## config.mk

```make
export PLATFORM = sky130hd
export DESIGN_NAME = fb_scan_addr
export DESIGN_NICKNAME = d
export VERILOG_FILES = /design/src/rtl/fbsa_pkg.sv /design/src/rtl/fbsa_line_ctl.sv /design/src/rtl/fbsa_addr_path.sv /design/src/rtl/fb_scan_addr.sv
export SDC_FILE = /design/constraint.sdc
export NUM_CORES = 1
export LEC_CHECK = 0
export BUFFER_PORTS_ARGS = -buffer_cell sky130_fd_sc_hd__clkbuf_2
export CAP_MARGIN = 5
export CORE_ASPECT_RATIO = 0.6
export CORE_MARGIN = 1.5
export CORE_UTILIZATION = 53
export DETAILED_ROUTE_END_ITERATION = 10
export GPL_TIMING_DRIVEN = 0
export PLACE_DENSITY = 0.77
export SLEW_MARGIN = 10
export SYNTH_ARGS = -nofsm -noshare
export SYNTH_HDL_FRONTEND = slang
export SYNTH_SLANG_ARGS = --single-unit
```

## constraint.sdc

```tcl
create_clock -name clk -period 3.7 [get_ports clk]
set_clock_uncertainty 0.15 [all_clocks]
set_input_delay 0.74 -clock clk [delete_from_list [all_inputs] [get_ports clk]]
set_output_delay 0.74 -clock clk [all_outputs]
set_load 0.1 [all_outputs]
```

## src/rtl/fbsa_pkg.sv

```systemverilog
package fbsa_pkg;
  // Kind of line entered at a line start
  typedef enum logic [1:0] {
    LK_ADVANCE = 2'd0,
    LK_REPEAT  = 2'd1,
    LK_SPLIT   = 2'd2
  } line_kind_t;
endpackage

```

## src/rtl/fbsa_line_ctl.sv

```systemverilog
module fbsa_line_ctl #(
  parameter int LINE_W = 12
) (
  input  logic                   clk,
  input  logic                   rst,
  input  logic                   frame_start,
  input  logic                   line_start,
  input  logic                   split_en,
  input  logic                   dbl_en,
  input  logic [LINE_W-1:0]      split_line,
  output fbsa_pkg::line_kind_t   kind,
  output logic                   rep_q
);
  import fbsa_pkg::*;

  logic [LINE_W-1:0] cnt_q;
  logic [LINE_W-1:0] cnt_nxt;

  // Display line index of the line about to start
  assign cnt_nxt = cnt_q + 1'b1;

  always_comb begin
    if (split_en && (cnt_nxt == split_line))
      kind = LK_SPLIT;
    else if (dbl_en && cnt_nxt[0])
      kind = LK_REPEAT;
    else
      kind = LK_ADVANCE;
  end

  always_ff @(posedge clk) begin
    if (rst) begin
      cnt_q <= '0;
      rep_q <= 1'b0;
    end else if (frame_start) begin
      cnt_q <= '0;
      rep_q <= 1'b0;
    end else if (line_start) begin
      cnt_q <= cnt_nxt;
      rep_q <= (kind == LK_REPEAT);
    end
  end

  AST_RPT_NEEDS_DBL: assert property (@(posedge clk) disable iff (rst)
    $rose(rep_q) |-> ($past(dbl_en) && $past(line_start)));

  AST_RPT_NOT_TWICE: assert property (@(posedge clk) disable iff (rst)
    (rep_q && line_start && !frame_start) |=> !rep_q);

  AST_RPT_HOLD: assert property (@(posedge clk) disable iff (rst)
    (!line_start && !frame_start) |=> $stable(rep_q));
endmodule

```

## src/rtl/fbsa_addr_path.sv

```systemverilog
module fbsa_addr_path #(
  parameter int ADDR_W = 24
) (
  input  logic                 clk,
  input  logic                 rst,
  input  logic                 frame_start,
  input  logic                 line_start,
  input  logic                 fetch_adv,
  input  logic                 chain4_en,
  input  fbsa_pkg::line_kind_t kind,
  input  logic [ADDR_W-1:0]    base_addr,
  input  logic [ADDR_W-1:0]    line_pitch,
  output logic [ADDR_W-1:0]    addr_q
);
  import fbsa_pkg::*;

  localparam logic [ADDR_W-1:0] STEP_ONE  = ADDR_W'(1);
  localparam logic [ADDR_W-1:0] STEP_FOUR = ADDR_W'(4);

  logic [ADDR_W-1:0] lbase_q;
  logic [ADDR_W-1:0] lbase_adv;
  logic [ADDR_W-1:0] step;

  assign lbase_adv = lbase_q + line_pitch;
  assign step      = chain4_en ? STEP_FOUR : STEP_ONE;

  always_ff @(posedge clk) begin
    if (rst) begin
      lbase_q <= '0;
      addr_q  <= '0;
    end else if (frame_start) begin
      lbase_q <= base_addr;
      addr_q  <= base_addr;
    end else if (line_start) begin
      unique case (kind)
        LK_SPLIT: begin
          lbase_q <= '0;
          addr_q  <= '0;
        end
        LK_REPEAT: begin
          addr_q  <= lbase_q;
        end
        default: begin
          lbase_q <= lbase_adv;
          addr_q  <= lbase_adv;
        end
      endcase
    end else if (fetch_adv) begin
      addr_q <= addr_q + step;
    end
  end

  AST_FRAME_LOAD: assert property (@(posedge clk) disable iff (rst)
    frame_start |=> (addr_q == $past(base_addr)));

  AST_FETCH_STEP: assert property (@(posedge clk) disable iff (rst)
    (fetch_adv && !line_start && !frame_start) |=>
      (addr_q == $past(addr_q) + ($past(chain4_en) ? STEP_FOUR : STEP_ONE)));

  AST_SPLIT_ZERO: assert property (@(posedge clk) disable iff (rst)
    (line_start && !frame_start && kind == LK_SPLIT) |=> (addr_q == '0));

  AST_IDLE_HOLD: assert property (@(posedge clk) disable iff (rst)
    (!fetch_adv && !line_start && !frame_start) |=> $stable(addr_q));
endmodule

```

## src/rtl/fb_scan_addr.sv

```systemverilog
module fb_scan_addr #(
  parameter int ADDR_W = 24,
  parameter int LINE_W = 12
) (
  input  logic              clk,
  input  logic              rst,
  input  logic              frame_start,
  input  logic              line_start,
  input  logic              fetch_adv,
  input  logic [ADDR_W-1:0] base_addr,
  input  logic [ADDR_W-1:0] line_pitch,
  input  logic [LINE_W-1:0] split_line,
  input  logic              split_en,
  input  logic              dbl_en,
  input  logic              chain4_en,
  output logic [ADDR_W-1:0] fetch_addr,
  output logic              repeat_line
);
  fbsa_pkg::line_kind_t kind;
  logic                 rep_q;
  logic [ADDR_W-1:0]    addr_q;

  fbsa_line_ctl #(.LINE_W(LINE_W)) i_line_ctl (
    .clk         (clk),
    .rst         (rst),
    .frame_start (frame_start),
    .line_start  (line_start),
    .split_en    (split_en),
    .dbl_en      (dbl_en),
    .split_line  (split_line),
    .kind        (kind),
    .rep_q       (rep_q)
  );

  fbsa_addr_path #(.ADDR_W(ADDR_W)) i_addr_path (
    .clk         (clk),
    .rst         (rst),
    .frame_start (frame_start),
    .line_start  (line_start),
    .fetch_adv   (fetch_adv),
    .chain4_en   (chain4_en),
    .kind        (kind),
    .base_addr   (base_addr),
    .line_pitch  (line_pitch),
    .addr_q      (addr_q)
  );

  assign fetch_addr  = addr_q;
  assign repeat_line = rep_q;

  AST_FRAME_CLEARS_RPT: assert property (@(posedge clk) disable iff (rst)
    frame_start |=> !repeat_line);

  AST_RPT_AT_BASE: assert property (@(posedge clk) disable iff (rst)
    $rose(repeat_line) |-> !$past(frame_start));
endmodule

```

==> results of run 1 <==
-- power breakdown --
| group | internal (mW) | total (mW) | switching, mW |
|---|---|---|---|
| sequential | 0.698 | 0.746 | 0.0476 |
| clock | 0.537 | 0.848 | 0.310 |
| combinational | 0.222 | 0.674 | 0.451 |
-- cell usage in the layout (no fill, tap or decap), drive strengths merged, types with 3 or more instances in the layout --
cell / synthesis / layout
a2111oi: 5 / 5
a211oi: 12 / 12
a21o: 13 / 13
a21oi: 61 / 61
a221oi: 8 / 8
a22oi: 14 / 14
a311oi: 7 / 7
a31o: 5 / 5
a31oi: 16 / 16
and2: 9 / 9
and3: 17 / 17
and4: 5 / 5
buf: 13 / 13
clkbuf: 26 / 128
dfxtp: 61 / 61
ha: 27 / 27
inv: 12 / 12
nand2: 71 / 71
nand2b: 4 / 4
nand3: 21 / 21
nand4: 11 / 11
nor2: 59 / 59
nor2b: 8 / 8
nor3: 18 / 18
nor3b: 5 / 5
nor4: 4 / 4
o211a: 3 / 3
o211ai: 3 / 3
o21a: 8 / 8
o21ai: 26 / 26
o31ai: 5 / 5
or2: 5 / 5
or3: 4 / 4
xnor2: 26 / 26
xor2: 18 / 18
-- cell type report --
type | instances | area, sq um
multi-input cells | 524 | 3390
fillers | 758 | 2970
flip-flops and latches | 61 | 1220
repair buffers | 90 | 450
clock buffers | 12 | 246
plain buffers | 39 | 179
well taps | 112 | 140
clock inverters | 4 | 47.5
inverters | 12 | 45.0
-- logic make-up after synthesis --
kind of cell	synth area share, %
DFF	25.3
adders and majority gates	7.40
AOI/OAI and AO/OA	29.0
and+or+nand+nor	24.9
xor gates and xnor gates	7.97
muxes	0.880
buffers and inverters	4.63
-- routing by layer --
| layer | global-route usage [%] | vias to the layer above | wire length [microns] |
|---|---|---|---|
| met5 | 0 | - | 0 |
| met2 | 47.4 | 347 | 6410 |
| li1 | - | 2557 | - |
| met1 | 48.3 | 2558 | 7280 |
| met4 | 7.24 | 0 | 174 |
| met3 | 8.23 | 23 | 1950 |
-- cells in the mapped netlist (3+ instances only) --
library cell	instances	area share [%]
nor3b_1	5	0.78
a221oi_1	7	1.3
o21a_1	8	1.2
o211a_1	3	0.62
a31oi_1	16	2.1
nand4_1	11	1.4
or2_2	5	0.65
a211oi_1	11	1.7
and2_1	9	1.2
inv_1	12	0.93
xor2_1	18	3.3
buf_4	5	0.78
nor2_1	59	4.6
clkbuf_1	26	2.0
nor3_1	18	1.9
nand3_1	20	2.1
nor2b_1	8	1.0
a2111oi_2	4	1.2
or3_1	3	0.39
and4_1	5	0.91
nor4_1	4	0.52
o21ai_0	26	2.7
a21oi_1	61	6.3
a21o_1	13	2.0
and3_1	17	2.2
dfxtp_1	61	25
xnor2_1	26	4.7
o211ai_1	3	0.47
o31ai_1	5	0.78
a31o_2	4	0.72
a22oi_1	14	2.2
nand2b_1	4	0.52
a311oi_1	6	1.1
buf_2	5	0.52
ha_1	27	7.0
nand2_1	70	5.4
-- worst max-delay path by stage --
| stage | from | end | slack, ns | cells past startpoint |
|---|---|---|---|---|
| 6_report | i_line_ctl.cnt_q[1] | i_addr_path.addr_q[9] | 0.19 | 12 |
| 2_1_floorplan | i_addr_path.addr_q[0] | i_addr_path.addr_q[22] | 0.19 | 13 |
| 5_1_grt | i_line_ctl.cnt_q[1] | i_addr_path.addr_q[9] | 0.02 | 12 |
| 3_3_place_gp | line_pitch[10] | i_addr_path.addr_q[21] | 0.008 | 10 |
| 4_1_cts | i_line_ctl.cnt_q[1] | i_addr_path.addr_q[9] | 0.29 | 12 |
| 3_5_place_dp | line_pitch[10] | i_addr_path.addr_q[21] | 0.08 | 10 |
-- worst max-delay path, cell delays in order (launching register included) --
cell and delay (ns):
dfxtp_1 0.47, ha_1 0.32, nand4_1 0.34, a2bb2oi_1 0.27, nor3_1 0.22, and4_1 0.27
a311oi_2 0.13, buf_6 0.18, and2_1 0.13, buf_2 0.18, a221oi_1 0.46, o31a_1 0.21
nor3_1 0.04
-- registers in the layout (all words and copies together) (netlist names) --
register and flops:
i_addr_path.addr_q 24, i_addr_path.lbase_q 24, i_line_ctl.cnt_q 12, i_line_ctl.rep_q 1
-- through the flow --
step | hold WS, ns | setup WS, ns
floorplan | 0.298 | 0.193
global placement | 0.319 | 0.00843
detailed placement | 0.326 | 0.0779
CTS | 0.332 | 0.287
global route | 0.358 | 0.0244
finish | 0.331 | 0.192
==> flow_summary.ini, run 1 <==
[logic_synthesis]
synth_nets = 732
synth-main-ff-cell = dfxtp_1
ys_seq_area_share_pct = 25.3
synth-edff-count = 0
synth.distinct_cells = 67
ys_seq_elements = 61
yosysWarnings = 0
syn_inst = 636
netlist_area_sq_mm = 0.00483
postSynthAreaPerCell_sq_um = 7.60
async_reset_ff_share_pct = 0

[critical_path]
reg2reg_slack_ns = 0.19
cp_data_arrival_time_ns = 3.57
rr_endpoint = i_addr_path.addr_q[9]
critical_path_class = reg2reg
cp.required_ns = 3.76
worst_setup_path_end_kind = register
reg2reg_depth = 12
r2r_start = i_line_ctl.cnt_q[1]
cp_max_fo = 10
cp-start-kind = register

[clock_network]
clk_latency_ns = 0.34
root_buffer = clkbuf_16
ctsResizeCount = 0
cts.sinks = 61
hold_buffers = 0
numCtsBuffers = 9
clkSlewWorstSetupHoldPaths_ns = 0.05
clk_path_buf_depth = 2
post_cts_buffers = 0
htreeDepth = 3
cts_tree = built

[drt]
routed_wl_mm = 15.8
via_count = 5485
avgViaCountPerCell = 6.42
dr.pass1.iters = 5
ant_nets = 0
routedWlPerCell_microns = 18.5
first_iter_violations = 566
route.detailed.drc = 0

[placement]
port_buffers = 90
dp_cells = 838
dp_hpwl_mm = 12.3
placed_cell_area_sq_mm = 0.00542
place.gp.congestion = 0.947

[sta]
rsz0062_at_grt = false
fin_setup_tns_ns = 0
min_period_ns = 3.51
clock.fmax_mhz = 285
max_slew.worst_pin.slew_ns = 0.763
drv_slew = 0
setup_viol = 0
post-route-period-util_pct = 94.8
hold_viol = 0
relSlewSlack_pct = 49.0

[hold_path]
whs_endpoint = i_addr_path.lbase_q[13]
holdPathStages = 2
hp-start = i_addr_path.lbase_q[13]
min_path_type = reg2reg

[cells_and_area]
final_area_sq_mm = 0.00572
n_antenna_cell = 0
layout.nets = 833
syn_to_final_growth_pct = 18.3
fin_cells = 854
final_core_util_pct = 65.8
drive_above_1_share_pct = 18.5

[floorplan]
ios = 93
die_y_microns = 77.0
core_sq_mm = 0.00869
fp.dieW_microns = 126
initial_core_util_pct = 55.6
dieArea_sq_mm = 0.00972
fp-row-count = 26

[power]
max-vdd-ir-drop_uv = 247
power_mw = 2.27
power_density_mw_per_mm2 = 397
p_leak_nw = 2.47

[global_routing]
grt_overflow = 0
grt_usage_pct = 32.7
grt_pass1_wl_mm = 24.8
antenna_found_initial = 0
grt_max_degree = 11
grt_pass1_vias = 4779

[run]
max_cap_violations = 0

[run_status]
outcome = finished, final reports clean
No activity file was read; power rests on OpenSTA's default activity.
==> inputs of run 2 (changes only) <==
GPL_TIMING_DRIVEN = unset   (was 0)
PLACE_DENSITY = 0.78   (was 0.77)
==> flow_summary.ini, run 2 (synthesized netlist as in run 1, its figures left out) <==
[cells_and_area]
drive_above_1_share_pct = 20.2
layout_commonest_cell = clkbuf_2
syn_to_final_growth_pct = 19.1
n_antenna_cell = 0
layout_common_cells = clkbuf_2, nand2_1, a21oi_1, dfxtp_1, nor2_1
layout.nets = 810
top_regs = i_addr_path.addr_q (24), i_addr_path.lbase_q (24), i_line_ctl.cnt_q (12)
final_area_sq_mm = 0.00576

[drt]
via_count = 5287
routed_wl_mm = 15.2
dr.pass1.iters = 5
first_iter_violations = 534
avgViaCountPerCell = 6.36
ant_nets = 0
route.detailed.drc = 0
routedWlPerCell_microns = 18.3

[power]
swShare_pct = 33.4
power_mw = 2.48
seq_power_share_pct = 30.0
power_density_mw_per_mm2 = 431
p_leak_nw = 2.49
p_clk_share_pct = 42.9
max-vdd-ir-drop_uv = 276
p_comb_share_pct = 27.1
p_sw_mw = 0.829
p_int_mw = 1.66

[global_routing]
grt_max_degree = 35
grt_pass1_wl_mm = 24.6
antenna_found_initial = 0
grt_overflow = 0
grt_usage_pct = 31.7
grt_pass1_vias = 4904

[critical_path]
cpMaxStageDelayCell = a221oi_1
reg2reg_depth = 11
rr_endpoint = i_addr_path.addr_q[9]
r2r_start = i_line_ctl.cnt_q[1]
critical_path_class = reg2reg
reg2reg_slack_ns = 0.35
crit_chain = ha_1 -> nand4_1 -> a2bb2oi_1 -> nor3_1 -> and4_1 -> a311oi_2 -> buf_12 -> and2_1 -> a221oi_1 -> o31a_1 -> nor3_1
cp_data_arrival_time_ns = 3.40
cp-start-kind = register
cpMostUsedCell = nor3_1
worst_setup_path_end_kind = register
max_stage_delay_ns = 0.46
cp_max_fo = 20
cp.required_ns = 3.75

[placement]
dp_hpwl_mm = 11.4
placed_cell_area_sq_mm = 0.00538
place.gp.congestion = 0.934
pre_cts_slack_ns = 0.253
port_buffers = 92

[sta]
final.setup.worst_slack_ns = 0.352
fin_setup_tns_ns = 0
relSlewSlack_pct = 43.2
hold_viol = 0
rsz0062_at_grt = false
post-route-period-util_pct = 90.5
clock.fmax_mhz = 299
setup_viol = 0
max_slew.worst_pin.slew_ns = 0.851
min_period_ns = 3.35
drv_slew = 0

[clock_network]
cts.sinks = 61
cts_tree = built
post_cts_buffers = 0
numCtsBuffers = 9
clk_path_buf_depth = 2
clk_latency_ns = 0.34
root_buffer = clkbuf_16
clkSlewWorstSetupHoldPaths_ns = 0.06
htreeDepth = 3

[floorplan]
die_y_microns = 77.0
fp.dieW_microns = 126
ios = 93
initial_core_util_pct = 55.6
dieArea_sq_mm = 0.00972
core_sq_mm = 0.00869
fp-row-count = 26

[hold_path]
holdPathStages = 2
hp-start = i_addr_path.lbase_q[19]
whs_endpoint = i_addr_path.lbase_q[19]
min_path_type = reg2reg

[run_status]
outcome = finished, final reports clean

[run]
max_cap_violations = 0
-- run 2: changes by cell type in the layout (fill, tap and decap cells not counted), sizes merged --
cell / delta
buf: +1
bufinv: +3
inv: +1
clkbuf: -27
clkinv: -1
-- run 2: cell type report --
cell class | instances | area, sq um
Clock buffer | 9 | 225
Clock inverter | 7 | 145
Fill cell | 743 | 2930
Inverter | 12 | 45.0
Multi-Input combinational cell | 524 | 3400
Sequential cell | 61 | 1220
Tap cell | 112 | 140
Timing Repair Buffer | 106 | 578
-- run 2: metrics by stage --
stage                     cells  hold slack (ns)  util [%]
after floorplan             636            0.298         -
after global placement      815            0.317      61.9
after detailed placement    815            0.326      61.9
after CTS                   831            0.335      66.1
after global routing        831            0.352      66.3
final                       831            0.335      66.3
-- run 2: what timing repair did --
action | CTS | global route
gates resized for setup | 0 | 1
setup endpoints to repair | 0 | 1
hold buffers | 0 | 0
-- run 2: per-layer routing --
layer | share of wire [%] | GRT usage (%)
met5 | 0 | 0
met4 | 1.3 | 8.97
met3 | 9.1 | 6.77
met2 | 44 | 49.3
met1 | 46 | 44.4
-- run 2: how the worst max path moves through the flow --
stage | from | endpoint
6_report | i_line_ctl.cnt_q[1] | i_addr_path.addr_q[9]
4_1_cts | i_line_ctl.cnt_q[1] | i_addr_path.addr_q[21]
3_3_place_gp | line_pitch[12] | i_addr_path.addr_q[23]
3_5_place_dp | line_pitch[12] | i_addr_path.addr_q[23]
2_1_floorplan | i_addr_path.addr_q[0] | i_addr_path.addr_q[22]
5_1_grt | i_line_ctl.cnt_q[1] | i_addr_path.addr_q[21]
-- run 2: critical path: cells and delay by family (launching register included) --
family | cells | cell delay [ns]
AOI/OAI and AO/OA | 4 | 1.07
and+or+nand+nor | 5 | 1.06
DFF | 1 | 0.44
adders and majority gates | 1 | 0.29
buffers and inverters | 1 | 0.19
-- run 2: power groups by stage --
stage               Combinational (mW)  Clock (mW)  Sequential [mW]
floorplan                        0.357           0            0.885
detailed placement               0.652           0            0.757
CTS                              0.659        1.07            0.743
finish                           0.672        1.07            0.745
global route                     0.721        1.10            0.750
global placement                 0.638           0            0.755
